### src/rtl/ibrk_trace_detect.sv
module ibrk_trace_detect #(
  parameter int          AW     = 32,
  parameter int          VW     = 20,
  parameter logic [19:0] BP_VEC = 20'h01300,
  parameter logic [19:0] TR_VEC = 20'h00D00
) (
  input  logic          clk,
  input  logic          rst_n,
  input  logic          bp_wr_en,
  input  logic [AW-1:0] bp_wr_data,
  input  logic          next_valid,
  input  logic [AW-1:0] next_addr,
  input  logic          cmpl_valid,
  input  logic          cmpl_is_branch,
  input  logic          msr_se,
  input  logic          msr_be,
  input  logic          exc_entry,
  output logic          bp_req,
  output logic [VW-1:0] bp_vec,
  output logic          trace_req,
  output logic [VW-1:0] trace_vec
);
  localparam int FW = AW - 2;

  logic [FW-1:0] bp_addr_q;
  logic          bp_en_q;
  logic          blk_q;

  wire unused_bits = ^{bp_wr_data[0], next_addr[1:0]};

  wire hit   = bp_en_q & next_valid & (next_addr[AW-1:2] == bp_addr_q);
  wire trc   = cmpl_valid & (msr_se | (msr_be & cmpl_is_branch));
  wire quiet = exc_entry | blk_q;

  always_ff @(posedge clk) begin
    if (!rst_n) begin
      bp_addr_q <= '0;
      bp_en_q   <= 1'b0;
      blk_q     <= 1'b0;
      bp_req    <= 1'b0;
      trace_req <= 1'b0;
    end else begin
      if (bp_wr_en) begin
        bp_addr_q <= bp_wr_data[AW-1:2];
        bp_en_q   <= bp_wr_data[1];
      end
      blk_q     <= exc_entry;
      bp_req    <= hit & ~quiet;
      trace_req <= trc & ~hit & ~quiet;
    end
  end

  assign bp_vec    = bp_req    ? VW'(BP_VEC) : '0;
  assign trace_vec = trace_req ? VW'(TR_VEC) : '0;
endmodule

### config.mk
export PLATFORM = sky130hd
export DESIGN_NAME = ibrk_trace_detect
export DESIGN_NICKNAME = d
export VERILOG_FILES = /design/src/rtl/ibrk_trace_detect.sv
export SDC_FILE = /design/constraint.sdc
export NUM_CORES = 1
export LEC_CHECK = 0
export ABC_AREA = 1
export BUFFER_PORTS_ARGS = -buffer_cell sky130_fd_sc_hd__buf_2
export CAP_MARGIN = 25
export CORE_ASPECT_RATIO = 0.5
export CORE_MARGIN = 5
export CORE_UTILIZATION = 49
export DETAILED_ROUTE_END_ITERATION = 8
export GPL_ROUTABILITY_DRIVEN = 0
export GPL_TIMING_DRIVEN = 0
export PLACE_DENSITY = 0.92
export SETUP_SLACK_MARGIN = 0.02
export SLEW_MARGIN = 15
export SYNTH_ARGS = -nofsm -noshare
export SYNTH_HDL_FRONTEND = slang
export SYNTH_SLANG_ARGS = --single-unit
### constraint.sdc
create_clock -name clk -period 1.6 [get_ports clk]
set_input_delay 0.24 -clock clk [delete_from_list [all_inputs] [get_ports clk]]
set_output_delay 0.24 -clock clk [all_outputs]
set_load 0.01 [all_outputs]
; ---- Word level (Yosys, flattened, before mapping)
; Index checks and enable logic that the tools add are counted.
[word_totals]
word_cells = 19
ff_bits = 34
in_bits = 73
out_inout_bits = 42
[op_classes]
eq_ne = 1
mux = 2
bitwise_logic = 11
[ops]
columns = operator, n
row1 = $eq 30x30->1, 1
row2 = $mux 13, 1
row3 = $mux 12, 1
row4 = $and 1x1->1, 7
row5 = $not 1->1, 2
row6 = $or 1x1->1, 2

; ---- Longest topological paths before layout
[logic_depth]
ltp_word = 5
mapped_depth = 10
mapped_depth_nobuf = 10

; ---- Least setup slack after synthesis
; OpenSTA, ideal clock, no wires.
[synth_timing]
kind = register to register
start = register bp_addr_q[10]
end = register trace_req
stages_incl_launch_ff = 10
slack_ns = 0.620
synth_period_minus_slack_ns = 0.980
arrival_ns = 0.869
path_buffers = 0
path_cell_list = dfxtp_1 -> inv_1 -> nand2_1 -> nand2_1 -> nor2_1 -> nand2_1 -> nor2_1 -> nand2_1 -> nor2_1 -> nor2_1
[synth_between]
elab_chain_cells = 5
[synth_rtl]
columns = item, line
row1 = "start, declared", 25  ; logic [FW-1:0] bp_addr_q;
row2 = "start signal, assigned", 44  ; bp_addr_q <= bp_wr_data[AW-1:2];
row3 = $eq 30x30->1, 31  ; wire hit = bp_en_q & next_valid & (next_addr[AW-1:2] == bp_addr_q);
row4 = $and 1x1->1, 31
row5 = $not 1->1, 49  ; trace_req <= trc & ~hit & ~quiet;
row6 = $and 1x1->1 (2 in a row), 49
row7 = "end signal, assigned", 49
row8 = "end, declared", 20  ; output logic trace_req,
; Every way passes these cells.
; A chain may end at the register's enable or synchronous reset.

; ---- Worst setup path after layout
[layout_timing]
start = register bp_addr_q[2]
end = register trace_req
; The elaborated chain is that of the path after synthesis.

==> impl_metrics.tcl <==
set metrics [dict create \
    die_w_um 104 \
    final_cell_mix "nand2_1 (97), buf_2 (80), inv_1 (56), buf_4 (42), nor2_1 (40)" \
    cts_root_buffer "clkbuf_8" \
    final.setup.tns_ns 0 \
    synth_seq_cells 34 \
    crit_fanout 2 \
    synth_area_um2 2170 \
    clock_skew_ns 0.00743 \
    crit_required_ns 1.79 \
    drv_slew 0 \
    fin_area_um2 2840 \
    grt_start_max_net_pins 12 \
    wl_mm 5.50 \
    finalNonFillerCells 533 \
    drt_drc_violations_left 0 \
    port_buffers 77 \
    setup_viol_count_final 0 \
    period_share 0.779 \
    clock_latency_ns 0.29 \
    dp.cells 525 \
    n_fill_cell 388 \
    final-hold-violation-count 0 \
    io_pins 115 \
    worst-setup-path-type "reg2reg" \
    ys_warn_count 0 \
    vias_per_cell 4.32 \
    cts_tree "yes" \
    min_period_ns 1.25 \
    ys_seq_area_frac 0.314 \
    cts_setup_buffers 0 \
    grtUsageTotal 0.170 \
    cts_hold_buf 0 \
    cp-start-kind "flop" \
    cts-buffers-inserted 5 \
    holdCritPathClass "in2reg" \
    antenna_cells 0 \
    htree_levels 2 \
    grt_pass1_wl_mm 8.22 \
    wl_per_cell_um 10.3 \
    drt_iter0_drc 114 \
    first_global_vias 1974 \
    cts_resized 0 \
    drt_pass1_iterations 4 \
    rsz0062_at_grt "no" \
    die_h_um 57.0 \
    yosysUniqueCellTypes 16 \
    layout_commonest_cell "nand2_1" \
    area_growth_pct 31.2 \
    endpoint_kind "flop" \
    rows 17 \
    maxCapViolations 0 \
    clkTransAtPathRegs_ns 0.07 \
    initial_utilization 0.500 \
    clock_sinks 34 \
    fin_nets 548 \
    clock_path_buffers 2 \
    ant_nets 0 \
    syn_inst 358 \
    die_area_um2 5940 \
    static-leakage-power_nw 1.70 \
    synth_area_per_cell_um2 6.06 \
    p_per_area_nw_per_um2 736 \
    post-dp-hpwl_mm 4.51 \
    fmax_mhz 802 \
    gr-total-overflow 0 \
    dr_total_vias 2300 \
    vdd_drop_max_v 0.000440 \
    status "finished clean" \
    crit_arrival_ns 1.44 \
    drive_above_1_share 0.300 \
    antenna_found_initial 0 \
    core_area_um2 4340 \
    place_area_um2 2750 \
]
==> synthesized netlist by cell type, drive strengths merged <==
cell type / instances / share of area
nand2: 97 / 0.17
inv: 68 / 0.12
buf: 45 / 0.15
nor2: 41 / 0.072
dfxtp: 34 / 0.31
o21ai: 31 / 0.072
a21oi: 27 / 0.062
xnor2: 5 / 0.020
clkbuf: 4 / 0.0069
nand3: 4 / 0.0092
conb: 1 / 0.0017
or3b: 1 / 0.0040
==> worst paths after layout <==
kind                       from            end  slack, ns  cells after the start
setup reg to reg   bp_addr_q[2]      trace_req       0.35                      9
hold reg to reg   bp_addr_q[13]  bp_addr_q[13]       0.47                      2
hold / removal        exc_entry          blk_q       0.16                      3
setup / recovery   bp_addr_q[2]      trace_req       0.35                      9
==> kinds of logic (layout without fill, tap and decap cells) <==
| family | count (synthesis) | in the layout | synth area share |
|---|---|---|---|
| AND/OR/NAND/NOR | 143 | 143 | 0.253 |
| XOR/XNOR | 5 | 5 | 0.0202 |
| flip-flops | 34 | 34 | 0.314 |
| other | 1 | 34 | 0.00173 |
| buffers and inverters | 117 | 202 | 0.277 |
| AO/OA/AOI/OAI | 58 | 58 | 0.134 |
==> state kept, by name (all words and copies together) (netlist names) <==
signal     count
bp_addr_q     30
blk_q          1
bp_en_q        1
bp_req         1
trace_req      1
==> per-layer routing <==
metal  track usage  vias up  part of all wire
li1              -     1223                 -
met3        0.0486       14             0.070
met2         0.301       75              0.49
met1         0.193      988              0.42
met5             0        -                 0
met4        0.0793        0             0.021
==> critical path, cell delays in order, from the launching register on <==
cell	delay (ns)
dfxtp_1	0.33
inv_1	0.05
nand2_1	0.05
nand2_1	0.04
nor2_1	0.18
nand2_1	0.11
nor2_1	0.13
nand2_1	0.09
nor2_1	0.12
nor2_1	0.04
==> through the flow <==
stage,hold slack [ns],setup WS (ns),util,power (mW)
final,0.163,0.353,0.655,2.09
after global routing,0.192,0.246,0.655,2.20
after CTS,0.161,0.396,0.655,2.09
after detailed placement,0.455,0.423,0.634,1.43
after global placement,0.435,0.428,0.634,1.42
after floorplan,0.333,0.620,-,1.28
==> report_power, final <==
part           total [mW]  switching, mW  internal, mW
Combinational       0.489          0.267         0.222
Sequential          0.935         0.0315         0.903
Clock               0.670          0.324         0.346
==> final cells by class <==
type	count	area, µm²	share of cell area
multi-input cells	240	1010	0.355
clock inverters	2	12.5	0.00440
flip-flops and latches	34	681	0.239
clock buffers	6	82.6	0.0290
repair buffers	77	385	0.136
inverters	68	255	0.0897
plain buffers	49	345	0.121
well taps	57	71.3	0.0251
(Power assumes the default switching activity.)
